File: src/rtl/flash_cmd_decoder.sv
module flash_cmd_decoder #(
  parameter int AW    = 16,
  parameter int BLK_W = 8,
  parameter int CNT_W = 8
) (
  input  logic             clk,
  input  logic             rst_n,
  input  logic             wr_en,
  input  logic [AW-1:0]    wr_addr,
  input  logic [15:0]      wr_data,
  input  logic             ctl_busy,
  output logic [1:0]       read_mode,
  output logic             seq_err,
  output logic             op_start,
  output logic [3:0]       op_code,
  output logic [AW-1:0]    op_addr,
  output logic [15:0]      op_data,
  output logic             buf_we,
  output logic [CNT_W-1:0] buf_idx,
  output logic [15:0]      buf_data,
  output logic             suspend_req,
  output logic             resume_req,
  output logic             clr_status
);

  localparam logic [15:0] CNT_MAX = 16'((1 << CNT_W) - 1);
  localparam logic [1:0]  M_ARR = 2'd0, M_ID = 2'd1, M_QRY = 2'd2, M_STAT = 2'd3;

  typedef enum logic [3:0] {
    S_IDLE, S_PROG, S_ERASE, S_PFX, S_REG, S_BLANK, S_FACT, S_BCNT, S_BDATA, S_BCONF
  } st_t;

  st_t              st;
  logic [AW-1:0]    base;
  logic [CNT_W-1:0] cnt, wcnt;

  wire [7:0] cb       = wr_data[7:0];
  wire       same_blk = wr_addr[AW-1:BLK_W] == base[AW-1:BLK_W];
  wire       is_cnf   = cb == 8'hD0;

  always_ff @(posedge clk or negedge rst_n) begin
    if (!rst_n) begin
      st          <= S_IDLE;
      base        <= '0;
      cnt         <= '0;
      wcnt        <= '0;
      read_mode   <= M_ARR;
      seq_err     <= 1'b0;
      op_start    <= 1'b0;
      op_code     <= '0;
      op_addr     <= '0;
      op_data     <= '0;
      buf_we      <= 1'b0;
      buf_idx     <= '0;
      buf_data    <= '0;
      suspend_req <= 1'b0;
      resume_req  <= 1'b0;
      clr_status  <= 1'b0;
    end else begin
      op_start    <= 1'b0;
      buf_we      <= 1'b0;
      suspend_req <= 1'b0;
      resume_req  <= 1'b0;
      clr_status  <= 1'b0;
      if (wr_en && ctl_busy) begin
        if (cb == 8'h70) read_mode <= M_STAT;
        if (cb == 8'hB0) suspend_req <= 1'b1;
      end else if (wr_en) begin
        st <= S_IDLE;
        case (st)
          S_IDLE: begin
            base <= wr_addr;
            case (cb)
              8'hFF: read_mode <= M_ARR;
              8'h90: read_mode <= M_ID;
              8'h98: read_mode <= M_QRY;
              8'h70: read_mode <= M_STAT;
              8'h50: begin seq_err <= 1'b0; clr_status <= 1'b1; end
              8'hB0: suspend_req <= 1'b1;
              8'hD0: resume_req <= 1'b1;
              8'h40: st <= S_PROG;
              8'h20: st <= S_ERASE;
              8'h60: st <= S_PFX;
              8'hC0: st <= S_REG;
              8'hBC: st <= S_BLANK;
              8'h80: st <= S_FACT;
              8'hE8: st <= S_BCNT;
              default: ;
            endcase
          end
          S_PFX: begin
            if (cb == 8'h03) begin
              op_start  <= 1'b1;
              op_code   <= 4'd7;
              op_addr   <= base;
              op_data   <= 16'(wr_addr);
              read_mode <= M_STAT;
            end else if (same_blk && (cb == 8'h01 || cb == 8'hD0 || cb == 8'h2F)) begin
              op_start  <= 1'b1;
              op_code   <= (cb == 8'h01) ? 4'd4 : (cb == 8'hD0) ? 4'd5 : 4'd6;
              op_addr   <= base;
              op_data   <= wr_data;
              read_mode <= M_STAT;
            end else begin
              seq_err   <= 1'b1;
              read_mode <= M_STAT;
            end
          end
          S_PROG, S_REG, S_ERASE, S_BLANK, S_FACT: begin
            if (same_blk && (st == S_PROG || st == S_REG || is_cnf)) begin
              op_start  <= 1'b1;
              op_code   <= (st == S_PROG) ? 4'd1 : (st == S_REG) ? 4'd8 :
                           (st == S_ERASE) ? 4'd2 : (st == S_BLANK) ? 4'd9 : 4'd10;
              op_addr   <= base;
              op_data   <= wr_data;
              read_mode <= M_STAT;
            end else begin
              seq_err   <= 1'b1;
              read_mode <= M_STAT;
            end
          end
          S_BCNT: begin
            if (same_blk && wr_data <= CNT_MAX) begin
              cnt  <= wr_data[CNT_W-1:0];
              wcnt <= '0;
              st   <= S_BDATA;
            end else begin
              seq_err   <= 1'b1;
              read_mode <= M_STAT;
            end
          end
          S_BDATA: begin
            if (same_blk) begin
              buf_we   <= 1'b1;
              buf_idx  <= wcnt;
              buf_data <= wr_data;
              wcnt     <= wcnt + 1'b1;
              st       <= (wcnt == cnt) ? S_BCONF : S_BDATA;
            end else begin
              seq_err   <= 1'b1;
              read_mode <= M_STAT;
            end
          end
          S_BCONF: begin
            if (same_blk && is_cnf) begin
              op_start  <= 1'b1;
              op_code   <= 4'd3;
              op_addr   <= base;
              op_data   <= 16'(cnt);
              read_mode <= M_STAT;
            end else begin
              seq_err   <= 1'b1;
              read_mode <= M_STAT;
            end
          end
          default: ;
        endcase
      end
    end
  end

endmodule

File: config.mk
export PLATFORM = sky130hd
export DESIGN_NAME = flash_cmd_decoder
export DESIGN_NICKNAME = d
export VERILOG_FILES = /design/src/rtl/flash_cmd_decoder.sv
export SDC_FILE = /design/constraint.sdc
export NUM_CORES = 1
export LEC_CHECK = 0
export ABC_AREA = 1
export BUFFER_PORTS_ARGS = -buffer_cell sky130_fd_sc_hd__buf_2
export CORE_UTILIZATION = 55
export DETAILED_ROUTE_END_ITERATION = 6
export PLACE_DENSITY = 0.8
export SYNTH_ARGS = -nofsm -noshare
export SYNTH_HDL_FRONTEND = slang
export SYNTH_SLANG_ARGS = --single-unit
File: constraint.sdc
create_clock -name clk -period 1.8 [get_ports clk]
set_input_delay 0.09 -clock clk [delete_from_list [all_inputs] [get_ports clk]]
set_output_delay 0.09 -clock clk [all_outputs]
set_load 0.005 [all_outputs]
# == Word level (Yosys, flattened, before mapping) ==
# Index checks and enable logic that the tools add are counted.
# word_totals
reg_bits,104
input_bits,36
out_inout_bits,68
wordCells,155
# op_classes
addsub,1
n_lt_le_gt_ge,1
eq_ne,44
muxes,67
bitwise,1
n_reduce_logical,25
# ops
cell,n
$mux W16,8
$pmux W16 S3,2
$eq A8 B8 Y1 const B,9
$mux W4,9
$eq A8 B7 Y1 const B,4
$mux W1,30
$pmux W4 S3,2
$pmux W3 S7,1
$ne A2 B2 Y1 const B,10
$eq A4 B3 Y1 const B,4
$eq A8 B6 Y1 const B,2
$eq A8 B8 Y1,2
$le A16 B8 Y1 const B,1
$mux W2,8
$mux W8,2
$pmux W2 S4,2
$pmux W8 S2,1
$reduce_and A6 Y1,2
$reduce_and A10 Y1,1
$ne A3 B3 Y1 const B,3
$add A8 B1 Y8 const B,1
$eq A4 B2 Y1 const B,2
$eq A4 B4 Y1 const B,2
$eq A8 B1 Y1 const B,1
20 further kinds,30

# == Longest topological paths before layout ==
# logic_depth
word_depth,9
ltp_mapped,13
ltp_nobuf,13

# == Worst setup path before layout ==
# OpenSTA, ideal clock, no wires.
# synth_timing
path_type,reg-to-reg
start,reg base[14]
end,reg op_data[10]
setup_ns,0.122
t_arrival_ns,1.495
required_time_ns,1.678
path_slack_ns,0.183
stages_incl_launch_ff,13
path_buffers,1
period_less_slack_ns,1.617
cell_sequence,dfrtp_1 inv_1 nand2_1 nand2_1 nor2_4 nand2_2 nor2_8 nand2_4 a21oi_4 nand3_4 buf_6 nand2_2 o21ai_2
# synth_via
elab_chain_cells,4
elab_cells_between_ends,8
cone_classes,4 x eq/ne; 4 x reduce/logical
# synth_rtl
item,line_no,source
start: declaration,34,logic [AW-1:0] base;
start signal: assignment,72,base <= wr_addr;
$eq A8 B8 Y1 *,38,wire same_blk = wr_addr[AW-1:BLK_W] == base[AW-1:BLK_W];
$logic_and A1 B1 Y1 (on tied branches),"98, 110, 145",
$ne A3 B3 Y1 (no source line) or $ne A2 B2 Y1 (tied branches),-,
$reduce_and A6 Y1 (no source line) *,-,
end signal: assignment,96,op_data <= 16'(wr_addr);
end signal: assignment,102,op_data <= wr_data;
end signal: assignment,115,op_data <= wr_data;
end: declaration,17,"output logic [15:0] op_data,"
# Every way passes the cells marked *; elsewhere a longest branch is shown, timed or not.
# A chain may end at the register's enable or synchronous reset.

# == Worst setup path in the final report ==
# layout_timing
start,reg st[0]
end,reg op_data[9]
# layout_via
elab_chain_cells,6
elab_cells_between_ends,17
cone_classes,10 x eq/ne; 1 x mux; 6 x reduce/logical
# layout_rtl
item,line_no,source
start: declaration,33,st_t st;
start signal: assignment,138,st <= (wcnt == cnt) ? S_BCONF : S_BDATA;
$eq A4 B1 Y1 or $eq A4 B3 Y1 (tied branches),"70, 110",
$logic_or A1 B1 Y1 (2 in a row),110,if (same_blk && (st == S_PROG || st == S_REG || is_cnf)) begin
$logic_and A1 B1 Y1,110,
$ne A2 B2 Y1 (no source line),-,
$reduce_and A6 Y1 (no source line),-,
end signal: assignment,102,
end signal: assignment,115,
end signal: assignment,149,op_data <= 16'(cnt);
# Parallel ways exist; a longest one is shown, timed or not.

==> results.toml <==
[run_status]
status = "finished, violations left"
violations = "setup timing"

[routing]
drt_iter0_markers = 375
wirelength_um = 15500
wl_per_cell_um = 16.5
ant_nets = 0
drcViolationCount = 0
viasPerCell = 5.55
dr.pass1.iters = 5
vias = 5219

[timing]
fin_crit_sh = 1.05
tightest_slew_ps = 555
grt_setup_unrepaired = "yes"
fin_worst_skew_ps = 18.2
fin_tns_setup_ps = -1910
setup_violations = 36
worst_slack_ps = -89.8
hold_viol = 0
finalMaxSlewViolations = 0
slew_headroom = 0.630
fin_crit_ps = 1890
max_freq_ghz = 0.529

[logic_synthesis]
synth.yosys.seq_area_share = 0.490
synthArstFlopShare = 1.00
yosys_most_used_dff = "dfrtp_1"
synth.distinct_cells = 44
syn_area_mm2 = 0.00532
synth_nets = 687
synth_edf_count = 0
syn_inst = 650
avgSynthCellArea_um2 = 8.18
synth.ff_latch_count = 104
ys_warn_count = 0

[setup_path]
cp_cell_sequence = "inv_2 -> nor2_4 -> nand2_1 -> nand2_2 -> nor2_2 -> inv_2 -> nand2_2 -> a21oi_4 -> nand3_4 -> buf_12 -> nand2_4 -> o21ai_2"
slowest_stage = "dfrtp_2"
slowest_delay_ps = 450
crit_arrival_ps = 2140
cp_max_fo = 8
worst_setup_path_start_kind = "register"
required_ps = 2050
critPathCaptureType = "register"
critical_path_class = "register to register"

[clock_network]
cts.sinks = 104
cts_tree = "yes"
clk_path_buf_depth = 2
cts_made_buffers = 9
htree_levels = 3
clk_pin_slew_worst_paths_ps = 100
clock_latency_ps = 370
root_buffer = "clkbuf_8"

[die]
rows = 35
ios = 104
die_area_mm2 = 0.0101
start_util = 0.573
die_h_um = 100
fp.coreArea_mm2 = 0.00928
die_w_um = 100

[place]
port_buffers = 103
place.gp.congestion = 1.04
dp_hpwl_um = 10800

[job]
cap_violations = 0

[global_routing]
antenna_found_initial = 0
grt_pass1_wl_um = 24000
grt_pass1_vias = 4989
gr-total-overflow = 0
grt_util_all_layers = 0.308
grt_max_degree = 47

[pwr]
finalPower_uw = 6410
cellPowerDensity_mw_per_mm2 = 938
ir_worst_vdd_uv = 547
leakage_uw = 0.00373

[finish]
multi_input_area_mm2 = 0.00248
area_growth_pct = 28.5
antennaDiodeCount = 0
fill_cells = 666
final_nets = 845
drive_gt1_frac = 0.340
ff_latch_area_mm2 = 0.00261

[min_path]
hp-class = "primary input to register"
==> critical path, delay by kind of cell, from the launching register on <==
kind	cells	cell delay, ps
buffers and inverters	3	340
flip-flops	1	450
AND/OR/NAND/NOR	7	730
AO/OA/AOI/OAI	2	230
==> logic make-up after synthesis <==
family,after synthesis,synth area share
flops,104,0.490
xor+xnor,10,0.0165
buf+inv,89,0.0774
compound gates,103,0.129
simple gates,343,0.285
fa+ha+maj,1,0.00235
==> stage by stage <==
step / cell area [um^2] / utilization / setup slack (ps) / cells / hold WS (ps)
floorplan: 5320 / - / 183 / 650 / -206
global placement: 6230 / 0.671 / 47.6 / 906 / 111
detailed placement: 6230 / 0.671 / -50.6 / 906 / 117
CTS: 6610 / 0.712 / 4.89 / 935 / 15.8
global route: 6830 / 0.736 / -175 / 940 / 22.1
finish: 6830 / 0.736 / -89.8 / 940 / 18.7
==> what timing repair did <==
item	4_1_cts	5_1_grt
buffers inserted	0	4
cloned	1	3
setup endpoints to repair	61	88
endpoints found under the hold margin	54	0
pin swaps	2	4
gates resized for setup	10	51
hold buffers	14	0
==> cell type report <==
type / count / area share
well taps: 129 / 0.0236
clock buffers: 9 / 0.0181
flip-flops and latches: 104 / 0.381
repair inverters: 1 / 0.00110
multi-input cells: 458 / 0.362
clock inverters: 5 / 0.0119
repair buffers: 166 / 0.162
inverters: 68 / 0.0396
==> cell usage after synthesis, types with 5 or more instances <==
library cell | instances | area, um^2
o211a_1 | 6 | 60.1
nand3_1 | 44 | 220
xor2_1 | 10 | 87.6
clkbuf_1 | 5 | 18.8
nor2_1 | 38 | 143
buf_2 | 5 | 25.0
inv_2 | 10 | 37.5
o21ai_2 | 22 | 193
nand2_1 | 207 | 777
dfrtp_1 | 104 | 2600
nor2_2 | 6 | 37.5
a31oi_1 | 7 | 43.8
o21ai_1 | 7 | 35.0
nand2_2 | 23 | 144
inv_1 | 57 | 214
nor3_1 | 10 | 50.1
o21ai_0 | 46 | 230
buf_6 | 9 | 101
==> registers in the layout, indices dropped and copies added, names as in the netlist, 2 cells and up <==
register,flops
op_addr,16
read_mode,2
wcnt,8
op_code,4
base,16
st,4
cnt,8
buf_idx,8
op_data,16
buf_data,16
==> layer usage <==
metal | wire, um | GRT usage
met5 | 0 | 0
met4 | 709 | 0.127
met3 | 1050 | 0.0557
met2 | 7640 | 0.527
met1 | 6110 | 0.384
==> path summary, 6_finish.rpt <==
| check | endpoint | depth (start not counted) | from | slack (ps) |
|---|---|---|---|---|
| worst max-delay path | op_data[9] | 12 | st[0] | -90 |
| worst min-delay path | base[8] | 3 | wr_addr[8] | 20 |
| worst max register to register | op_data[9] | 12 | st[0] | -90 |
| worst min register to register | seq_err | 2 | seq_err | 480 |
| max in group asynchronous | op_data[15] | 3 | rst_n | 870 |
| min in group asynchronous | buf_data[11] | 2 | rst_n | 250 |
==> report_power, final <==
group | total (uW) | switching, uW | internal (uW)
clock network | 1570 | 802 | 772
logic | 1730 | 934 | 797
registers | 3100 | 361 | 2740
==> cells in the final DEF (no fill, tap or decap), types with 10 or more instances in the layout <==
cell type	Yosys	layout
buf_2	5	101
buf_4	1	43
dfrtp_1	104	102
dlygate4sd3_1	0	14
inv_1	57	52
inv_2	10	12
nand2_1	207	191
nand2_2	23	30
nand2_4	1	10
nand3_1	44	42
nor2_1	38	29
nor3_1	10	10
o21ai_0	46	44
o21ai_2	22	22
xor2_1	10	10
Power figures use the tool's default switching activity.
